$ cat src/rtl/sp_pkg.sv
package sp_pkg;
  localparam int BYTE_W = 8;
  localparam int FRAME_BITS = BYTE_W + 2;

  typedef enum logic [1:0] {
    A_CTRL = 2'd0,
    A_STAT = 2'd1,
    A_RXD  = 2'd2,
    A_TXD  = 2'd3
  } sp_addr_e;

  localparam int S_RXEN  = 0;
  localparam int S_TXEN  = 1;
  localparam int S_AVAIL = 2;
  localparam int S_FERR  = 3;
  localparam int S_PERR  = 4;
  localparam int S_FULL  = 5;
  localparam int S_EMPTY = 6;
  localparam int S_RIDLE = 7;

  localparam int IRQ_ERR = 0;
  localparam int IRQ_RX  = 1;
  localparam int IRQ_TX  = 2;
  localparam int IRQ_N   = 3;
endpackage

$ cat src/rtl/sp_tx.sv
module sp_tx import sp_pkg::*; #(
  parameter int CPB = 16
) (
  input  logic              clk,
  input  logic              rst,
  input  logic              load,
  input  logic              kill,
  input  logic [BYTE_W-1:0] data,
  output logic              txd,
  output logic              busy,
  output logic              done
);
  localparam int CW = $clog2(CPB);
  localparam int NW = $clog2(FRAME_BITS);

  logic [CW-1:0]     cnt_q;
  logic [NW-1:0]     n_q;
  logic [BYTE_W-1:0] sh_q;
  logic              busy_q, txd_q;
  logic              bit_end;

  assign bit_end = (cnt_q == CW'(CPB - 1));
  assign done    = busy_q && bit_end && (n_q == NW'(FRAME_BITS - 1)) && !kill;
  assign txd     = txd_q;
  assign busy    = busy_q;

  always_ff @(posedge clk) begin
    if (rst || kill) begin
      busy_q <= 1'b0;
      txd_q  <= 1'b1;
      cnt_q  <= '0;
      n_q    <= '0;
      if (rst) sh_q <= '0;
    end else if (!busy_q) begin
      if (load) begin
        busy_q <= 1'b1;
        txd_q  <= 1'b0;
        sh_q   <= data;
        cnt_q  <= '0;
        n_q    <= '0;
      end
    end else if (bit_end) begin
      cnt_q <= '0;
      if (n_q == NW'(FRAME_BITS - 1)) begin
        busy_q <= 1'b0;
      end else begin
        txd_q <= (n_q == NW'(BYTE_W)) ? 1'b1 : sh_q[0];
        sh_q  <= {1'b0, sh_q[BYTE_W-1:1]};
        n_q   <= n_q + 1'b1;
      end
    end else begin
      cnt_q <= cnt_q + 1'b1;
    end
  end

  // an idle serializer always holds the line high
  p_idle_line_high_r12: assert property (@(posedge clk) disable iff (rst)
    !busy_q |-> txd_q);
endmodule

$ cat src/rtl/sp_rx.sv
module sp_rx import sp_pkg::*; #(
  parameter int CPB = 16
) (
  input  logic              clk,
  input  logic              rst,
  input  logic              clr,
  input  logic              rxd,
  output logic              busy,
  output logic              done,
  output logic              ferr,
  output logic [BYTE_W-1:0] data
);
  localparam int FIRST_WAIT = CPB + CPB / 2 - 1;
  localparam int CW = $clog2(FIRST_WAIT + 1);
  localparam int NW = $clog2(BYTE_W + 1);

  logic              s1_q, s2_q, s3_q;
  logic              busy_q;
  logic [CW-1:0]     cnt_q;
  logic [NW-1:0]     n_q;
  logic [BYTE_W-1:0] sh_q;

  assign busy = busy_q;
  assign done = busy_q && (cnt_q == '0) && (n_q == NW'(BYTE_W)) && !clr;
  assign ferr = !s2_q;
  assign data = sh_q;

  always_ff @(posedge clk) begin
    if (rst) begin
      s1_q <= 1'b1;
      s2_q <= 1'b1;
      s3_q <= 1'b1;
    end else begin
      s1_q <= rxd;
      s2_q <= s1_q;
      s3_q <= s2_q;
    end
  end

  always_ff @(posedge clk) begin
    if (rst) begin
      busy_q <= 1'b0;
      cnt_q  <= '0;
      n_q    <= '0;
      sh_q   <= '0;
    end else if (clr) begin
      busy_q <= 1'b0;
    end else if (!busy_q) begin
      if (!s2_q && s3_q) begin
        busy_q <= 1'b1;
        cnt_q  <= CW'(FIRST_WAIT);
        n_q    <= '0;
      end
    end else if (cnt_q == '0) begin
      if (n_q == NW'(BYTE_W)) begin
        busy_q <= 1'b0;
      end else begin
        sh_q  <= {s2_q, sh_q[BYTE_W-1:1]};
        n_q   <= n_q + 1'b1;
        cnt_q <= CW'(CPB - 1);
      end
    end else begin
      cnt_q <= cnt_q - 1'b1;
    end
  end
endmodule

$ cat src/rtl/serial_port_ctl.sv
module serial_port_ctl import sp_pkg::*; #(
  parameter int CLKS_PER_BIT = 16
) (
  input  logic              clk,
  input  logic              rst,
  input  logic              wr_en,
  input  logic              rd_en,
  input  logic [1:0]        addr,
  input  logic [BYTE_W-1:0] wdata,
  output logic [BYTE_W-1:0] rdata,
  input  logic              rxd,
  output logic              txd,
  output logic [IRQ_N-1:0]  irq
);
  logic on_q, rxen_q, txen_q, avail_q, ferr_q, perr_q, full_q, empty_q;
  logic [BYTE_W-1:0] rxbuf_q, rdata_q;
  logic [IRQ_N-1:0]  irq_q;

  logic wr_ctrl, wr_stat, wr_txd, rd_rxd;
  logic on_n, rxen_n, txen_n;
  logic tx_load, tx_kill, tx_busy, tx_done;
  logic rx_clr, rx_busy, rx_done, rx_ferr;
  logic [BYTE_W-1:0] rx_byte, stat_v;

  assign wr_ctrl = wr_en && (addr == A_CTRL);
  assign wr_stat = wr_en && (addr == A_STAT);
  assign wr_txd  = wr_en && (addr == A_TXD);
  assign rd_rxd  = rd_en && (addr == A_RXD);

  assign on_n   = wr_ctrl ? wdata[0]      : on_q;
  assign rxen_n = wr_stat ? wdata[S_RXEN] : rxen_q;
  assign txen_n = wr_stat ? wdata[S_TXEN] : txen_q;

  assign tx_load = wr_txd && on_q && txen_q && !full_q;
  assign tx_kill = !(on_n && txen_n);
  assign rx_clr  = !(on_n && rxen_n);

  always_comb begin
    stat_v          = '0;
    stat_v[S_RXEN]  = rxen_q;
    stat_v[S_TXEN]  = txen_q;
    stat_v[S_AVAIL] = avail_q;
    stat_v[S_FERR]  = ferr_q;
    stat_v[S_PERR]  = perr_q;
    stat_v[S_FULL]  = full_q;
    stat_v[S_EMPTY] = empty_q;
    stat_v[S_RIDLE] = !rx_busy;
  end

  sp_tx #(.CPB(CLKS_PER_BIT)) u_tx (
    .clk(clk), .rst(rst), .load(tx_load), .kill(tx_kill), .data(wdata),
    .txd(txd), .busy(tx_busy), .done(tx_done)
  );

  sp_rx #(.CPB(CLKS_PER_BIT)) u_rx (
    .clk(clk), .rst(rst), .clr(rx_clr), .rxd(rxd),
    .busy(rx_busy), .done(rx_done), .ferr(rx_ferr), .data(rx_byte)
  );

  always_ff @(posedge clk) begin
    if (rst) begin
      on_q    <= 1'b0;
      rxen_q  <= 1'b0;
      txen_q  <= 1'b0;
      avail_q <= 1'b0;
      ferr_q  <= 1'b0;
      perr_q  <= 1'b0;
      full_q  <= 1'b0;
      empty_q <= 1'b1;
      rxbuf_q <= '0;
      rdata_q <= '0;
      irq_q   <= '0;
    end else begin
      on_q   <= on_n;
      rxen_q <= rxen_n;
      txen_q <= txen_n;
      if (rd_en) begin
        case (sp_addr_e'(addr))
          A_CTRL:  rdata_q <= {{(BYTE_W-1){1'b0}}, on_q};
          A_STAT:  rdata_q <= stat_v;
          A_RXD:   rdata_q <= rxbuf_q;
          default: rdata_q <= '0;
        endcase
      end
      if (wr_stat && !wdata[S_FERR]) ferr_q <= 1'b0;
      if (wr_stat && !wdata[S_PERR]) perr_q <= 1'b0;
      if (wr_stat && !wdata[S_FERR] && !wdata[S_PERR]) irq_q[IRQ_ERR] <= 1'b0;
      if (tx_load) begin
        full_q  <= 1'b1;
        empty_q <= 1'b0;
      end
      if (tx_done) begin
        full_q  <= 1'b0;
        empty_q <= 1'b1;
        if (on_q && txen_q) irq_q[IRQ_TX] <= 1'b1;
      end
      if (rd_rxd) begin
        avail_q       <= 1'b0;
        irq_q[IRQ_RX] <= 1'b0;
      end
      if (rx_done) begin
        if (rx_ferr) begin
          ferr_q         <= 1'b1;
          irq_q[IRQ_ERR] <= 1'b1;
        end
        if (!avail_q) begin
          rxbuf_q       <= rx_byte;
          avail_q       <= 1'b1;
          irq_q[IRQ_RX] <= 1'b1;
        end
      end
      if (!on_n) begin
        irq_q[IRQ_RX] <= 1'b0;
        irq_q[IRQ_TX] <= 1'b0;
        avail_q <= 1'b0;
        ferr_q  <= 1'b0;
        perr_q  <= 1'b0;
        full_q  <= 1'b0;
        empty_q <= 1'b1;
      end
      if (!rxen_n) begin
        irq_q[IRQ_RX] <= 1'b0;
        avail_q <= 1'b0;
        ferr_q  <= 1'b0;
        perr_q  <= 1'b0;
      end
      if (!txen_n) begin
        irq_q[IRQ_TX] <= 1'b0;
        full_q  <= 1'b0;
        empty_q <= 1'b1;
      end
    end
  end

  assign rdata = rdata_q;
  assign irq   = irq_q;

  // the busy flag and the serializer agree at all times
  p_full_matches_tx_r4: assert property (@(posedge clk) disable iff (rst)
    full_q == tx_busy);
  // the transmit interrupt rises only at the edge where a frame ends
  p_txirq_at_end_r4: assert property (@(posedge clk) disable iff (rst)
    $rose(irq_q[IRQ_TX]) |-> ($past(tx_busy) && !tx_busy));
  // the receive interrupt rises together with data-available
  p_rxirq_with_data_r5: assert property (@(posedge clk) disable iff (rst)
    $rose(irq_q[IRQ_RX]) |-> avail_q);
  // a held byte is never replaced
  p_hold_byte_r6: assert property (@(posedge clk) disable iff (rst)
    avail_q |=> $stable(rxbuf_q));
  // reading the data register empties the holder
  p_read_clears_r7: assert property (@(posedge clk) disable iff (rst)
    (rd_rxd && !rx_done) |=> (!avail_q && !irq_q[IRQ_RX]));
  // an off channel shows only quiet flags
  p_off_quiet_r10: assert property (@(posedge clk) disable iff (rst)
    !on_q |-> (!avail_q && !full_q && empty_q && !irq_q[IRQ_RX] && !irq_q[IRQ_TX] && !rx_busy));
endmodule

$ cat config.mk
export PLATFORM = sky130hd
export DESIGN_NAME = serial_port_ctl
export DESIGN_NICKNAME = d
export VERILOG_FILES = /design/src/rtl/sp_pkg.sv /design/src/rtl/sp_tx.sv /design/src/rtl/sp_rx.sv /design/src/rtl/serial_port_ctl.sv
export SDC_FILE = /design/constraint.sdc
export NUM_CORES = 1
export LEC_CHECK = 0
export ABC_CLOCK_PERIOD_IN_PS = 2800
export BUFFER_PORTS_ARGS = -buffer_cell sky130_fd_sc_hd__buf_2
export CAP_MARGIN = 20
export CORE_MARGIN = 2
export CORE_UTILIZATION = 40
export CTS_CLUSTER_DIAMETER = 100
export DETAILED_ROUTE_END_ITERATION = 8
export SYNTH_ARGS = -nofsm -noshare
export SYNTH_HDL_FRONTEND = slang
export SYNTH_SLANG_ARGS = --single-unit
export TNS_END_PERCENT = 100
$ cat constraint.sdc
create_clock -name clk -period 2.8 [get_ports clk]
set_input_delay 0.56 -clock clk [delete_from_list [all_inputs] [get_ports clk]]
set_output_delay 0.56 -clock clk [all_outputs]
set_load 0.02 [all_outputs]
=== Yosys cells after proc, flatten, opt, wreduce, memory -nomap -nowiden ===
Index checks and enable logic that the tools add are counted.

* Register bits: 65
* Input bits: 15

* Multiplexer cells: 48
* Equal/unequal tests: 15
* Reduce and logical (&&, ||, !) cells: 42
* Bitwise operators: 6
* Add/sub/neg operators: 4

{| class="wikitable"
|+ Operators with widths
! cell !! count
|-
| 8-bit two-way mux || 6
|-
| 4-bit two-way mux || 10
|-
| 1-bit two-way mux || 26
|-
| 8-bit one-hot mux with 3 select lines || 1
|-
| 5-bit two-way mux || 4
|-
| 1-bit logical AND || 19
|-
| 4-bit == test (second input constant) || 4
|-
| 4-bit by 1-bit adder with 4-bit output (second input constant) || 3
|-
| 4-bit AND reduction || 3
|-
| 2-bit inequality test (second input constant) || 5
|-
| 3-bit inequality test (second input constant) || 3
|-
| 1-bit logical NOT || 6
|-
| 1-bit NOT || 6
|-
| 3-bit AND reduction || 2
|-
| 3-bit OR reduction || 2
|-
| 5-bit logical NOT || 1
|-
| 5-bit by 1-bit subtractor with 5-bit output (second input constant) || 1
|-
| 2-bit == test (second input constant) || 2
|-
| 2-bit AND reduction || 2
|-
| 2-bit nonzero test || 2
|-
| 4-bit OR reduction || 1
|-
| 3-bit nonzero test || 1
|-
| 2-bit by 1-bit == test with 1-bit output (second input constant) || 1
|-
| 2-bit logical NOT || 1
|-
| 3 further kinds || 3
|}

=== Depth between registers and ports, before layout ===
* Word-level depth: 8
* Gate-level depth with buffers: 8
* Depth with buffers taken out: 6

=== Modules after synthesis ===
A second synthesis with hierarchy kept.

* Cell total of the unflattened synthesis: 311
* Area, all modules: 2,954.1 µm²

{| class="wikitable"
|+ By module, submodules not included
! module !! cells each !! seq. area each (µm²) !! area an instance (µm²) !! instances
|-
| serial_port_ctl || 124 || 520.5 || 1,083.5 || 1
|-
| sp_tx || 91 || 440.4 || 950.9 || 1
|-
| sp_rx || 96 || 420.4 || 919.6 || 1
|}

=== Least setup slack after synthesis ===
OpenSTA, ideal clock, no wires.

* Kind: input to register
* From: input wr_en
* To: register u_tx.sh_q[0] (enable)
* Data required time: 2,413 ps
* Data arrival time: 2,026 ps
* Setup time: 387 ps
* Stages: 5
* Setup slack: 388 ps
* Buffers on the path: 1
* Cell sequence: and4b_1 > a31oi_1 > buf_2 > or2_1 > o31ai_1

* Longest elaborated chain between the ends: 7

{| class="wikitable"
|+ RTL lines
! what !! RTL line !! RTL
|-
| start, declared || serial_port_ctl.sv:6 || <nowiki>input logic wr_en,</nowiki>
|-
| 1-bit logical AND, on equally long branches || serial_port_ctl.sv:25, serial_port_ctl.sv:26 ||
|-
| 1-bit two-way mux, on equally long branches || serial_port_ctl.sv:30, serial_port_ctl.sv:32 ||
|-
| 1-bit logical AND || serial_port_ctl.sv:35 || <nowiki>assign tx_kill = !(on_n && txen_n);</nowiki>
|-
| 1-bit logical NOT || serial_port_ctl.sv:35 ||
|-
| 1-bit logical OR || sp_tx.sv:28 || <nowiki>if (rst || kill) begin</nowiki>
|-
| 3-bit inequality test (no line), or another cell as far along || -- ||
|-
| 4-bit AND reduction (no line) (*) || -- ||
|-
| end signal, assigned || sp_tx.sv:38 || <nowiki>sh_q <= data;</nowiki>
|-
| end signal, assigned || sp_tx.sv:48 || <nowiki>sh_q <= {1'b0, sh_q[BYTE_W-1:1]};</nowiki>
|-
| end, declared || sp_tx.sv:18 || <nowiki>logic [BYTE_W-1:0] sh_q;</nowiki>
|}

Mark *: on every way between the ends. The rest lies on a longest branch, timed or not.
A chain may end at the register's enable or synchronous reset.

=== Final worst setup path ===
* From: register u_rx.cnt_q[0]
* To: register rxbuf_q[6]

* Longest elaborated chain between the ends: 5

{| class="wikitable"
|+ RTL lines
! what !! RTL line !! RTL
|-
| start, declared || sp_rx.sv:19 || <nowiki>logic [CW-1:0] cnt_q;</nowiki>
|-
| start signal, assigned || sp_rx.sv:51 || <nowiki>cnt_q <= CW'(FIRST_WAIT);</nowiki>
|-
| start signal, assigned || sp_rx.sv:60 || <nowiki>cnt_q <= CW'(CPB - 1);</nowiki>
|-
| start signal, assigned || sp_rx.sv:63 || <nowiki>cnt_q <= cnt_q - 1'b1;</nowiki>
|-
| 5-bit logical NOT || sp_rx.sv:24 || <nowiki>assign done = busy_q && (cnt_q == '0) && (n_q == NW'(BYTE_W)) && !clr;</nowiki>
|-
| 1-bit logical AND (3 in series) || sp_rx.sv:24 ||
|-
| 2-bit AND reduction (no line) || -- ||
|-
| end signal, assigned || serial_port_ctl.sv:107 || <nowiki>rxbuf_q <= rx_byte;</nowiki>
|-
| end, declared || serial_port_ctl.sv:16 || <nowiki>logic [BYTE_W-1:0] rxbuf_q, rdata_q;</nowiki>
|}

Every way passes these cells.

==> run_summary.xml <==
<?xml version="1.0" encoding="UTF-8"?>
<metrics>
  <group name="cts">
    <metric name="cts.repair.resized" unit="">0</metric>
    <metric name="cts.sink_count" unit="">65</metric>
    <metric name="insertion_delay" unit="ps">350</metric>
    <metric name="cts.root.buffer_cell" unit="">sky130_fd_sc_hd__clkbuf_8</metric>
    <metric name="maximum_buffer_depth_of_the_clock_tree" unit="">2</metric>
    <metric name="tritoncts" unit="">built</metric>
    <metric name="cts-hold-fix-buffers" unit="">0</metric>
    <metric name="path_clk_slew" unit="ps">70</metric>
    <metric name="post-cts-setup-buffer-count" unit="">0</metric>
    <metric name="ctsHtreeMaxLevel" unit="">3</metric>
    <metric name="inserted_clock_buffers" unit="">9</metric>
  </group>
  <group name="timing">
    <metric name="period_share" unit="%">81.0</metric>
    <metric name="sum_neg_setup_slack" unit="ps">0</metric>
    <metric name="worst_clock_skew" unit="ps">13.5</metric>
    <metric name="final-max-slew-violation-count" unit="">0</metric>
    <metric name="fin_crit_period" unit="ps">2270</metric>
    <metric name="setup_slack" unit="ps">532</metric>
    <metric name="achievable-frequency" unit="MHz">441</metric>
    <metric name="transition_time_at_the_pin_with_the_least_slew_margin" unit="ps">705</metric>
    <metric name="timing.slew.headroom" unit="%">53.0</metric>
    <metric name="hold_viol" unit="">0</metric>
    <metric name="setup_viol" unit="">0</metric>
    <metric name="rsz_0062_raised_after_global_routing" unit="">false</metric>
  </group>
  <group name="worst_setup_path">
    <metric name="timing.critical_path.max_delay_family" unit="">simple AND/OR/NAND/NOR gates</metric>
    <metric name="worst_reg2reg_path_depth" unit="">6</metric>
    <metric name="path_cells" unit="">inv_1, ha_1, or4b_1, or4_1, o21ai_1, a21oi_1</metric>
    <metric name="timing_worst_setup_path_type" unit="">register to register</metric>
    <metric name="reg2reg_slack" unit="ps">530</metric>
    <metric name="worst_r2r_startpoint" unit="">u_rx.cnt_q[0]$_SDFFE_PP0P_</metric>
    <metric name="crit_fanout" unit="">8</metric>
    <metric name="worstSetupStartpointType" unit="">register</metric>
    <metric name="worst-endpoint-required" unit="ps">3010</metric>
    <metric name="arrival" unit="ps">2480</metric>
    <metric name="worstSetupEndpointType" unit="">register</metric>
    <metric name="crit_start" unit="">u_rx.cnt_q[0]$_SDFFE_PP0P_</metric>
    <metric name="timing.critical_path.depth" unit="">6</metric>
    <metric name="critical_path.max_stage_delay" unit="ps">630</metric>
    <metric name="critical_path_buf_inv_count" unit="">1</metric>
    <metric name="crit_path_top_delay_cell" unit="">sky130_fd_sc_hd__or4_1</metric>
  </group>
  <group name="routing">
    <metric name="avgRoutedWirePerCell" unit="um">14.1</metric>
    <metric name="via_count" unit="">2444</metric>
    <metric name="drt.antenna.violating_nets" unit="">0</metric>
    <metric name="detail_route.iter0.violations" unit="">132</metric>
    <metric name="drc" unit="">0</metric>
    <metric name="detail_route.wirelength" unit="um">6330</metric>
    <metric name="post_drt_via_cell_ratio" unit="">5.44</metric>
    <metric name="detailed_router_iteration_count_before_antenna_repair" unit="">4</metric>
  </group>
  <group name="power">
    <metric name="int_power" unit="mW">1.57</metric>
    <metric name="power.sequential.fraction" unit="%">47.9</metric>
    <metric name="cellLeakagePower" unit="nW">1.15</metric>
    <metric name="powerDensity" unit="mW/mm^2">594</metric>
    <metric name="switching_share" unit="%">21.9</metric>
    <metric name="ir_worst_vdd" unit="V">0.000206</metric>
    <metric name="power_frac_comb" unit="%">4.1</metric>
    <metric name="p_clk_share" unit="%">48.0</metric>
    <metric name="switching_power" unit="mW">0.439</metric>
  </group>
  <group name="logic_synthesis">
    <metric name="synth_cell_type_count" unit="">50</metric>
    <metric name="ys_warn_count" unit="">0</metric>
    <metric name="share_of_flip_flops_with_an_asynchronous_set_or_reset" unit="%">0</metric>
    <metric name="syn-cell-area" unit="sq mm">0.00291</metric>
    <metric name="avgSynthCellArea" unit="sq um">9.01</metric>
    <metric name="synth_edf_count" unit="">8</metric>
    <metric name="synthCells" unit="">323</metric>
    <metric name="postSynth.topFlopCell" unit="">sky130_fd_sc_hd__dfxtp_1</metric>
    <metric name="syn-num-nets" unit="">345</metric>
    <metric name="seq_area_frac_synth" unit="%">47.4</metric>
    <metric name="synth-seq-cells" unit="">65</metric>
  </group>
  <group name="global_routing">
    <metric name="grtUsageTotal" unit="%">17.6</metric>
    <metric name="grt_first_pass_wirelength" unit="um">10800</metric>
    <metric name="antenna_found_initial" unit="">0</metric>
    <metric name="maximum_number_of_pins_on_one_net_before_global_route_repair" unit="">41</metric>
    <metric name="number_of_global_route_vias_before_repair" unit="">2199</metric>
    <metric name="globalRoute.totalOverflow" unit="">0</metric>
  </group>
  <group name="finish">
    <metric name="post_route_cells_drive_above_1_share" unit="%">16.0</metric>
    <metric name="num_antenna_cells" unit="">0</metric>
    <metric name="n_fill_cell" unit="">723</metric>
    <metric name="design.final.nets" unit="">367</metric>
    <metric name="flow.area_growth_from_synthesis" unit="%">16.1</metric>
  </group>
  <group name="floorplan">
    <metric name="floorplan.initialDensity" unit="%">40.8</metric>
    <metric name="pin_count" unit="">27</metric>
    <metric name="core_region_area" unit="sq mm">0.00714</metric>
    <metric name="die-area" unit="sq mm">0.00798</metric>
    <metric name="floorplan.die.width" unit="um">89.3</metric>
    <metric name="core.rowCount" unit="">31</metric>
    <metric name="fp.dieH" unit="um">89.3</metric>
  </group>
  <group name="placed_design">
    <metric name="place_ws" unit="ps">414</metric>
    <metric name="hpwl" unit="um">4300</metric>
    <metric name="placement.io_buffers" unit="">26</metric>
    <metric name="globalplace.congestion" unit="">0.750</metric>
  </group>
  <group name="run">
    <metric name="timing.max_cap.violations" unit="">0</metric>
  </group>
  <group name="min_path">
    <metric name="startpoint_of_the_most_critical_hold_path" unit="">rxd</metric>
    <metric name="timing.hold.worst.class" unit="">input port to register</metric>
    <metric name="timing.hold.worst_path_depth" unit="">2</metric>
  </group>
  <group name="outcome">
    <metric name="run_status" unit="">finished, final reports clean</metric>
  </group>
</metrics>
## cell usage in the layout (no fill, tap or decap), drive strengths merged, types with 3 or more instances in the layout
cell | synthesis | routed
dfxtp | 57 | 57
buf | 5 | 35
nand3 | 28 | 28
a21oi | 27 | 27
nor2 | 27 | 27
o21ai | 24 | 24
inv | 13 | 15
a211oi | 13 | 13
mux2i | 12 | 12
clkbuf | 19 | 11
nand2 | 10 | 10
nor3 | 8 | 8
edfxtp | 8 | 8
a31oi | 7 | 7
ha | 7 | 7
a22oi | 6 | 6
nand3b | 4 | 4
o31ai | 4 | 4
or4 | 4 | 4
or2 | 4 | 4
nor2b | 3 | 3
a21boi | 3 | 3
## synth_stat cells (3+ instances only)
library cell / instances / area (sq um)
sky130_fd_sc_hd__o31ai_1: 4 / 30.0
sky130_fd_sc_hd__a211oi_1: 13 / 97.6
sky130_fd_sc_hd__o21ai_1: 9 / 45.0
sky130_fd_sc_hd__nor2b_1: 3 / 18.8
sky130_fd_sc_hd__nand3_1: 28 / 140
sky130_fd_sc_hd__edfxtp_1: 8 / 240
sky130_fd_sc_hd__or4_1: 4 / 30.0
sky130_fd_sc_hd__a22oi_1: 6 / 45.0
sky130_fd_sc_hd__buf_2: 4 / 20.0
sky130_fd_sc_hd__inv_1: 13 / 48.8
sky130_fd_sc_hd__a31oi_1: 7 / 43.8
sky130_fd_sc_hd__o21ai_0: 14 / 70.1
sky130_fd_sc_hd__a21oi_1: 27 / 135
sky130_fd_sc_hd__mux2i_1: 12 / 120
sky130_fd_sc_hd__dfxtp_1: 57 / 1140
sky130_fd_sc_hd__ha_1: 7 / 87.6
sky130_fd_sc_hd__clkbuf_1: 19 / 71.3
sky130_fd_sc_hd__nor3_1: 8 / 40.0
sky130_fd_sc_hd__nand3b_1: 4 / 30.0
sky130_fd_sc_hd__nand2_1: 10 / 37.5
sky130_fd_sc_hd__nor2_1: 27 / 101
sky130_fd_sc_hd__or2_2: 3 / 18.8
## area by class of cell
| type | count | area [sq um] | area share [%] |
|---|---|---|---|
| clock buffers | 11 | 163 | 4.81 |
| clock inverters | 5 | 82.6 | 2.44 |
| inverters | 13 | 48.8 | 1.44 |
| multi-input cells | 221 | 1380 | 40.9 |
| flip-flops and latches | 65 | 1380 | 40.9 |
| well taps | 99 | 124 | 3.67 |
| repair buffers | 35 | 198 | 5.85 |
## path summary, 6_finish.rpt
kind | end
worst max register to register | rxbuf_q[6]$_SDFFE_PP0P_
worst max-delay path | rxbuf_q[6]$_SDFFE_PP0P_
worst min register to register | u_rx.s2_q$_SDFF_PP1_
worst min-delay path | u_rx.s1_q$_SDFF_PP1_
## stage by stage
| stage | std cells | power (mW) | hold slack (ps) | utilization [%] | instance area, sq um |
|---|---|---|---|---|---|
| floorplan | 323 | 1.03 | 389 | - | 2910 |
| global placement | 433 | 1.07 | 400 | 43.9 | 3130 |
| detailed placement | 433 | 1.07 | 399 | 43.9 | 3130 |
| CTS | 449 | 2.03 | 385 | 47.4 | 3380 |
| global route | 449 | 2.08 | 385 | 47.4 | 3380 |
| finish | 449 | 2.01 | 400 | 47.4 | 3380 |
## routing by layer
metal | routed length, um | vias to the layer above | GRT usage, %
met1 | 3150 | 1165 | 25.1
met4 | 34 | 0 | 6.51
met5 | 0 | - | 0
met3 | 246 | 4 | 4.16
met2 | 2890 | 40 | 25.9
li1 | - | 1235 | -
## state kept, by name, indices dropped and copies added (netlist names), 3 cells and up
signal      cells
u_tx.n_q        4
rxbuf_q         8
u_rx.cnt_q      5
rdata           8
u_rx.data       8
irq             3
u_rx.n_q        4
u_tx.sh_q       8
u_tx.cnt_q      4
## power groups by stage
| stage | registers, mW | clock network (mW) | logic (mW) |
|---|---|---|---|
| global placement | 0.983 | 0 | 0.0829 |
| detailed placement | 0.984 | 0 | 0.0827 |
| finish | 0.962 | 0.962 | 0.0823 |
| global route | 0.964 | 1.02 | 0.0914 |
| floorplan | 0.988 | 0 | 0.0454 |
| CTS | 0.962 | 0.984 | 0.0830 |
## kinds of logic (layout without fill, tap and decap cells)
kind of cell	after synthesis	after routing	synth area share, %
AOI/OAI and AO/OA	99	99	21.5
adders and majority gates	7	7	3.01
buffers and inverters	37	64	5.07
DFF	65	65	47.4
muxes	12	12	4.13
and+or+nand+nor	103	103	18.9
Note: power is estimated with default switching activity, not from simulation.
